**src/rtl/pfd_pkg.sv**
```systemverilog
package pfd_pkg;
  localparam int unsigned SYNC_STAGES_DEF = 2;
  localparam int unsigned SEP_W_DEF       = 8;
  localparam int unsigned LOCK_RUN_DEF    = 16;
  localparam int unsigned LOCK_WIN_DEF    = 1;
  localparam int unsigned N_CH            = 2;
  localparam int unsigned CH_REF          = 0;
  localparam int unsigned CH_FB           = 1;
endpackage

```
**src/rtl/pfd_fall_sync.sv**
```systemverilog
module pfd_fall_sync #(
  parameter int unsigned STAGES = 2
) (
  input  logic clk,
  input  logic rst_n,
  input  logic din,
  output logic fall
);
  localparam int unsigned TOP = STAGES;

  logic [TOP:0] chain_q;
  logic [TOP:0] chain_d;

  always_comb begin
    chain_d = {chain_q[TOP-1:0], din};
  end

  always_ff @(posedge clk or negedge rst_n) begin
    if (!rst_n) chain_q <= '0;
    else        chain_q <= chain_d;
  end

  // previous synchronised level high, current low
  assign fall = chain_q[TOP] & ~chain_q[TOP-1];
endmodule

```
**src/rtl/pfd_flag_core.sv**
```systemverilog
module pfd_flag_core (
  input  logic clk,
  input  logic rst_n,
  input  logic pwr_dn,
  input  logic ref_fall,
  input  logic fb_fall,
  output logic ref_flag,
  output logic fb_flag,
  output logic up,
  output logic dn
);
  logic ref_q, fb_q;
  logic ref_d, fb_d;
  logic pair_done;
  logic run_en;

  assign run_en    = ~pwr_dn;
  assign pair_done = ref_q & fb_q;

  always_comb begin
    ref_d = ref_q;
    fb_d  = fb_q;
    if (!run_en) begin
      ref_d = 1'b0;
      fb_d  = 1'b0;
    end else begin
      ref_d = (ref_q & ~pair_done) | ref_fall;
      fb_d  = (fb_q  & ~pair_done) | fb_fall;
    end
  end

  always_ff @(posedge clk or negedge rst_n) begin
    if (!rst_n) begin
      ref_q <= 1'b0;
      fb_q  <= 1'b0;
    end else begin
      ref_q <= ref_d;
      fb_q  <= fb_d;
    end
  end

  assign ref_flag = ref_q;
  assign fb_flag  = fb_q;
  assign up       = ref_q & ~fb_q & run_en;
  assign dn       = fb_q & ~ref_q & run_en;
endmodule

```
**src/rtl/pfd_lock_mon.sv**
```systemverilog
module pfd_lock_mon #(
  parameter int unsigned SEP_W    = 8,
  parameter int unsigned LOCK_RUN = 16,
  parameter int unsigned LOCK_WIN = 1
) (
  input  logic clk,
  input  logic rst_n,
  input  logic pwr_dn,
  input  logic ref_flag,
  input  logic fb_flag,
  output logic locked
);
  localparam int unsigned RUN_W   = $clog2(LOCK_RUN + 1);
  localparam logic [SEP_W-1:0] SEP_MAX = {SEP_W{1'b1}};
  localparam logic [SEP_W-1:0] WIN_V   = SEP_W'(LOCK_WIN);
  localparam logic [RUN_W-1:0] RUN_V   = RUN_W'(LOCK_RUN);

  logic [SEP_W-1:0] sep_q, sep_d;
  logic [RUN_W-1:0] run_q, run_d;
  logic one_set, both_set, run_en;

  assign run_en   = ~pwr_dn;
  assign one_set  = ref_flag ^ fb_flag;
  assign both_set = ref_flag & fb_flag;

  always_comb begin
    sep_d = sep_q;
    run_d = run_q;
    if (!run_en) begin
      sep_d = '0;
      run_d = '0;
    end else if (both_set) begin
      sep_d = '0;
      if (sep_q <= WIN_V) begin
        if (run_q != RUN_V) run_d = run_q + 1'b1;
      end else begin
        run_d = '0;
      end
    end else if (one_set) begin
      if (sep_q != SEP_MAX) sep_d = sep_q + 1'b1;
    end
  end

  always_ff @(posedge clk or negedge rst_n) begin
    if (!rst_n) begin
      sep_q <= '0;
      run_q <= '0;
    end else begin
      sep_q <= sep_d;
      run_q <= run_d;
    end
  end

  assign locked = (run_q == RUN_V) & run_en;
endmodule

```
**src/rtl/fall_pfd.sv**
```systemverilog
module fall_pfd #(
  parameter int unsigned SYNC_STAGES = pfd_pkg::SYNC_STAGES_DEF,
  parameter int unsigned SEP_W       = pfd_pkg::SEP_W_DEF,
  parameter int unsigned LOCK_RUN    = pfd_pkg::LOCK_RUN_DEF,
  parameter int unsigned LOCK_WIN    = pfd_pkg::LOCK_WIN_DEF
) (
  input  logic clk,
  input  logic rst_n,
  input  logic pwr_dn,
  input  logic ref_div,
  input  logic fb_div,
  output logic up,
  output logic dn,
  output logic locked
);
  logic [pfd_pkg::N_CH-1:0] clk_in;
  logic [pfd_pkg::N_CH-1:0] fall_p;
  logic ref_flag, fb_flag;

  assign clk_in[pfd_pkg::CH_REF] = ref_div;
  assign clk_in[pfd_pkg::CH_FB]  = fb_div;

  for (genvar ch = 0; ch < pfd_pkg::N_CH; ch++) begin : g_sync
    pfd_fall_sync #(.STAGES(SYNC_STAGES)) u_sync (
      .clk  (clk),
      .rst_n(rst_n),
      .din  (clk_in[ch]),
      .fall (fall_p[ch])
    );
  end

  pfd_flag_core u_core (
    .clk     (clk),
    .rst_n   (rst_n),
    .pwr_dn  (pwr_dn),
    .ref_fall(fall_p[pfd_pkg::CH_REF]),
    .fb_fall (fall_p[pfd_pkg::CH_FB]),
    .ref_flag(ref_flag),
    .fb_flag (fb_flag),
    .up      (up),
    .dn      (dn)
  );

  pfd_lock_mon #(
    .SEP_W   (SEP_W),
    .LOCK_RUN(LOCK_RUN),
    .LOCK_WIN(LOCK_WIN)
  ) u_lock (
    .clk     (clk),
    .rst_n   (rst_n),
    .pwr_dn  (pwr_dn),
    .ref_flag(ref_flag),
    .fb_flag (fb_flag),
    .locked  (locked)
  );
endmodule

```
**config.mk**
```make
export PLATFORM = sky130hd
export DESIGN_NAME = fall_pfd
export DESIGN_NICKNAME = d
export VERILOG_FILES = /design/src/rtl/pfd_pkg.sv /design/src/rtl/pfd_fall_sync.sv /design/src/rtl/pfd_flag_core.sv /design/src/rtl/pfd_lock_mon.sv /design/src/rtl/fall_pfd.sv
export SDC_FILE = /design/constraint.sdc
export NUM_CORES = 1
export LEC_CHECK = 0
export ABC_AREA = 1
export ABC_CLOCK_PERIOD_IN_PS = 1600
export CORE_AREA = 5 5 69 71
export DETAILED_ROUTE_END_ITERATION = 12
export DIE_AREA = 0 0 74 76
export SETUP_SLACK_MARGIN = 0.02
export SKIP_LAST_GASP = 1
export SLEW_MARGIN = 20
export SYNTH_ARGS = -nofsm -noshare
export SYNTH_HDL_FRONTEND = slang
export SYNTH_HIERARCHICAL = 1
export SYNTH_SLANG_ARGS = --single-unit
```
**constraint.sdc**
```tcl
create_clock -name clk -period 1.6 [get_ports clk]
set_input_delay 0.24 -clock clk [delete_from_list [all_inputs] [get_ports clk]]
set_output_delay 0.24 -clock clk [all_outputs]
set_load 0.01 [all_outputs]
```
---- Word level (Yosys, flattened, before mapping) ----
Index checks and enable logic that the tools add are counted.
word-level totals
  bits in registers ....................... 21
  input port bits ......................... 5
operators by class
  reduce and logical (&&, ||, !) cells .... 5
  bitwise operators ....................... 19
  order comparisons ....................... 1
  equal/unequal tests ..................... 4
  add/sub/neg operators ................... 2
  mux-type cells .......................... 10
operators by type and width
  kind                                                                              count
  8-bit two-way mux                                                                 4
  5-bit two-way mux                                                                 4
  1-bit AND                                                                         10
  8-bit by 1-bit adder with 8-bit output, second input constant                     1
  8-bit by 1-bit less-or-equal comparator with 1-bit output, second input constant  1
  8-bit != test, second input constant                                              1
  1-bit inverter                                                                    6
  3-bit nonzero test                                                                2
  5-bit by 1-bit adder with 5-bit output, second input constant                     1
  5-bit equality test, second input constant                                        1
  5-bit != test, second input constant                                              1
  2-bit AND reduction                                                               2
  3-bit != test, second input constant                                              1
  1-bit two-way mux                                                                 2
  1-bit OR                                                                          2
  2-bit nonzero test                                                                1
  1-bit bitwise XOR                                                                 1

---- Depth between registers and ports, before layout ----
  word-level depth ........................ 5
  depth in mapped cells ................... 10
  gate-level depth less buffers ........... 10

---- Cells and area by module ----
Netlist, hierarchy kept.
by module, submodules not included
  module         area each (um2)  times used  cells an instance
  pfd_lock_mon   922.1            1           120
  pfd_fall_sync  85.1             2           5
  pfd_flag_core  97.6             1           13

---- Worst setup path after synthesis ----
Ideal clock, no wire load.
  path type ............................... register -> register
  start ................................... register u_lock.sep_q[0]
  end ..................................... register u_lock.sep_q[5]
  clock period less this slack ............ 1333 ps
  arrival time ............................ 1207 ps
  library setup time ...................... 126 ps
  slack ................................... 267 ps
  required time ........................... 1474 ps
  path buffers ............................ 0
  stages on the path, launching flop included .. 8
  cells stage by stage .................... dfrtp_1 ha_1 nand2_2 nor2_2 a21oi_1 nand3_1 nand2_1 nor2_1
between the ends
  longest elaborated chain between the ends .. 5
RTL lines
  what                                    RTL line            text
  start: declaration                      pfd_lock_mon.sv:18  logic [SEP_W-1:0] sep_q, sep_d;
  start signal: assignment                pfd_lock_mon.sv:49  sep_q <= sep_d;
  8-bit by 1-bit adder with 8-bit output  pfd_lock_mon.sv:40  if (sep_q != SEP_MAX) sep_d = sep_q + 1'b1;
  8-bit two-way mux                       pfd_lock_mon.sv:40
  8-bit two-way mux                       pfd_lock_mon.sv:39  end else if (one_set) begin
  8-bit two-way mux                       pfd_lock_mon.sv:32  end else if (both_set) begin
  8-bit two-way mux                       pfd_lock_mon.sv:29  if (!run_en) begin
Several ways; a longest one is shown, not always the timed one. The select of a mux whose other input is x is not followed.
A chain may end at the register's enable or synchronous reset.

---- Worst setup path after layout ----
  start ................................... register u_lock.sep_q[0]
  end ..................................... register u_lock.run_q[4]
between the ends
  longest elaborated chain between the ends .. 4
RTL lines
  what                                                         RTL line            text
  8-bit by 1-bit less-or-equal comparator with 1-bit output *  pfd_lock_mon.sv:34  if (sep_q <= WIN_V) begin
  5-bit two-way mux                                            pfd_lock_mon.sv:34
  5-bit two-way mux                                            pfd_lock_mon.sv:32
  5-bit two-way mux                                            pfd_lock_mon.sv:29
  end signal: assignment                                       pfd_lock_mon.sv:50  run_q <= run_d;
  end: declaration                                             pfd_lock_mon.sv:19  logic [RUN_W-1:0] run_q, run_d;
Mark *: on every way between the ends. The rest lies on a longest branch, timed or not. The select of a mux whose other input is x is not followed.

==> flow_metrics.env <==
export IMPL_slew_headroom_pct=81.8
export IMPL_synthTopCellsByCount="nand2_1 (30), inv_1 (22), dfrtp_1 (21)"
export IMPL_crit_fanout=10
export IMPL_ioPinCount=8
export IMPL_hold_ws_ps=313
export IMPL_critPathLaunchType="flip-flop"
export IMPL_timing_rr_start="u_lock/sep_q[0]$_DFFE_PN0P_"
export IMPL_fin_nets=177
export IMPL_synth_seq_cells=21
export IMPL_synth_compound_area_share_pct=8.31
export IMPL_instances_no_fill=217
export IMPL_async_flop_share_pct=100
export IMPL_crit_slowest_cell="dfrtp_1"
export IMPL_final_antenna_net_count=0
export IMPL_critical_path_max_stage_delay_ps=410
export IMPL_synth_top_family_by_area="simple AND/OR/NAND/NOR gates"
export IMPL_synthAdderAreaFrac_pct=6.31
export IMPL_antenna_found_initial=0
export IMPL_grt_max_degree=22
export IMPL_finalWirelength_microns=2170
export IMPL_gp_congestion=0.728
export IMPL_hold_violations=0
export IMPL_num_fill_cells=436
export IMPL_min_period_ps=1450
export IMPL_place_hpwl_microns=1690
export IMPL_min_period_over_period_pct=90.9
export IMPL_cp_arrival_ps=1650
export IMPL_cp_top_family="simple AND/OR/NAND/NOR gates"
export IMPL_ys_seq_area_share_pct=44.2
export IMPL_rsz0062_at_grt="false"
export IMPL_post_place_ws_ps=-167
export IMPL_die_height_microns=76
export IMPL_path_cells="buf_4, ha_1, inv_1, nand2_1, nand2_1, nor2_4, nand2_4, nand2_8, nand2_1, o21ai_2"
export IMPL_syn_to_final_growth_pct=21.3
export IMPL_slew_violations=0
export IMPL_run_status="complete, no violations"
export IMPL_synth_area_mux_share_pct=0
export IMPL_cts_tree="built"
export IMPL_ys_flop_type="dfrtp_1"
export IMPL_power_uw=1180
export IMPL_synth_simple_gate_area_share_pct=33.5
export IMPL_core_area_sq_mm=0.00417
export IMPL_synthDistinctLibCells=22
export IMPL_worst_pin_slew_ps=273
export IMPL_irDropWorstVdd_v=0.000563
export IMPL_synth_nets=154
export IMPL_leakagePower_uw=0.000707
export IMPL_num_vias=927
export IMPL_clock_skew_ps=2.73
export IMPL_insertedDiodeCount=0
export IMPL_clockBufferDepth=2
export IMPL_cp_startpoint="u_lock/sep_q[0]$_DFFE_PN0P_"
export IMPL_synth_top_area_share_pct=44.2
export IMPL_h_tree_depth=1
export IMPL_holdCritPathClass="in2async"
export IMPL_die_x_microns=74
export IMPL_ys_top_cells_by_area="dfrtp_1 (44%), nand2_1 (9.5%), inv_1 (6.9%)"
export IMPL_tns_ps=0
export IMPL_syn_inst=143
export IMPL_maxCapViolations=0
export IMPL_numPortBuffers=7
export IMPL_synth_top_area_cell="dfrtp_1"
export IMPL_grt_pass1_vias=926
export IMPL_start_util_pct=28.5
export IMPL_syn_area_per_cell_sq_um=8.32
export IMPL_critical_path_buf_inv_count=2
export IMPL_setup_viol=0
export IMPL_cp_end_kind="flip-flop"
export IMPL_drc=0
export IMPL_cts_hold_buf=0
export IMPL_row_count=24
export IMPL_routed_via_density=4.27
export IMPL_synthXorXnorAreaFrac_pct=0
export IMPL_critPathMostFrequentCell="nand2_1"
export IMPL_die_area_sq_mm=0.00562
export IMPL_critical_path_class="reg2reg"
export IMPL_fin_ws_ps=146
export IMPL_grt_pass1_wl_microns=3920
export IMPL_clockRootBuffer="clkbuf_8"
export IMPL_synth_edf_count=0
export IMPL_dpl_cell_count=212
export IMPL_wl_per_cell_microns=10.0
export IMPL_clock_latency_ps=260
export IMPL_clkTransAtPathRegs_ps=80
export IMPL_yosysMostFrequentCell="nand2_1"
export IMPL_worstPathRequired_ps=1790
export IMPL_synth_warnings=6
export IMPL_track_usage_pct=8.50
export IMPL_cellPowerDensity_mw_per_mm2=815
export IMPL_grt_overflow_total=0
export IMPL_fmax_mhz=688
export IMPL_syn_area_sq_mm=0.00119
export IMPL_layout_drive_gt1_share_pct=25.5
export IMPL_cts_sinks=21
export IMPL_drt_pass1_iterations=4
export IMPL_cts_buffers=3
export IMPL_drt_iter0_markers=18
final cells by class:
cell class	count	area (sq um)	area share [%]
Inverter	24	91.3	6.33
Clock buffer	4	45.0	3.12
Tap cell	52	65.1	4.51
Multi-Input combinational cell	98	573	39.7
Timing Repair Buffer	18	144	9.97
Sequential cell	21	526	36.4
placed cells by master (no fill, tap or decap), types with 4 or more instances in the layout:
| cell | count |
|---|---|
| ha_1 | 6 |
| nor2_2 | 6 |
| buf_4 | 11 |
| nand3_1 | 9 |
| nand2_1 | 30 |
| o21ai_1 | 4 |
| inv_1 | 20 |
| o21ai_2 | 5 |
| nor2_1 | 11 |
| nand2_2 | 6 |
| nand4_1 | 8 |
| dfrtp_1 | 21 |
timing repair:
item / 4_1_cts / 5_1_grt
pin swaps: 0 / 1
gates resized for setup: 4 / 4
setup buffers: 0 / 1
endpoints found under the setup margin: 3 / 4
flip-flops by register name, summed over array words and instances (netlist names):
register               count
g_sync.u_sync/chain_q      6
u_core/fb_flag             1
u_core/ref_flag            1
u_lock/run_q               5
u_lock/sep_q               8
kinds of logic (layout without fill, tap and decap cells):
logic type               after synthesis  count (layout)
adder cells (fa/ha/maj)                6               6
AO/OA/AOI/OAI                         15              15
buffers and inverters                 24              46
flip-flops                            21              21
AND/OR/NAND/NOR                       77              77
routing by layer:
metal / track usage [%] / vias up / wire length (microns)
met3: 1.58 / 2 / 55
met2: 14.0 / 9 / 1030
met1: 11.3 / 418 / 1070
met4: 2.17 / 0 / 16
li1: - / 498 / -
met5: 0 / - / 0
power breakdown:
part	switching, uW	internal [uW]
registers	20.0	560
logic	141	105
clock network	173	177
through the flow:
step	util (%)	area (sq um)
after CTS	34.5	1440
after global routing	34.6	1440
after floorplan	-	1190
final	34.6	1440
after detailed placement	33.5	1400
after global placement	33.5	1400
worst paths after layout:
check                                                              to  slack [ps]  depth (start not counted)
worst max-delay path                      u_lock/run_q[4]$_DFFE_PN0P_         150                         10
worst min-delay path                      u_lock/run_q[4]$_DFFE_PN0P_         310                          2
worst max register to register            u_lock/run_q[4]$_DFFE_PN0P_         150                         10
worst min register to register  g_sync[0].u_sync/chain_q[1]$_DFF_PN0_         350                          0
max in group asynchronous                 u_lock/sep_q[7]$_DFFE_PN0P_        1070                          2
min in group clk                g_sync[0].u_sync/chain_q[1]$_DFF_PN0_         350                          0
Note: power is estimated with default switching activity, not from simulation.
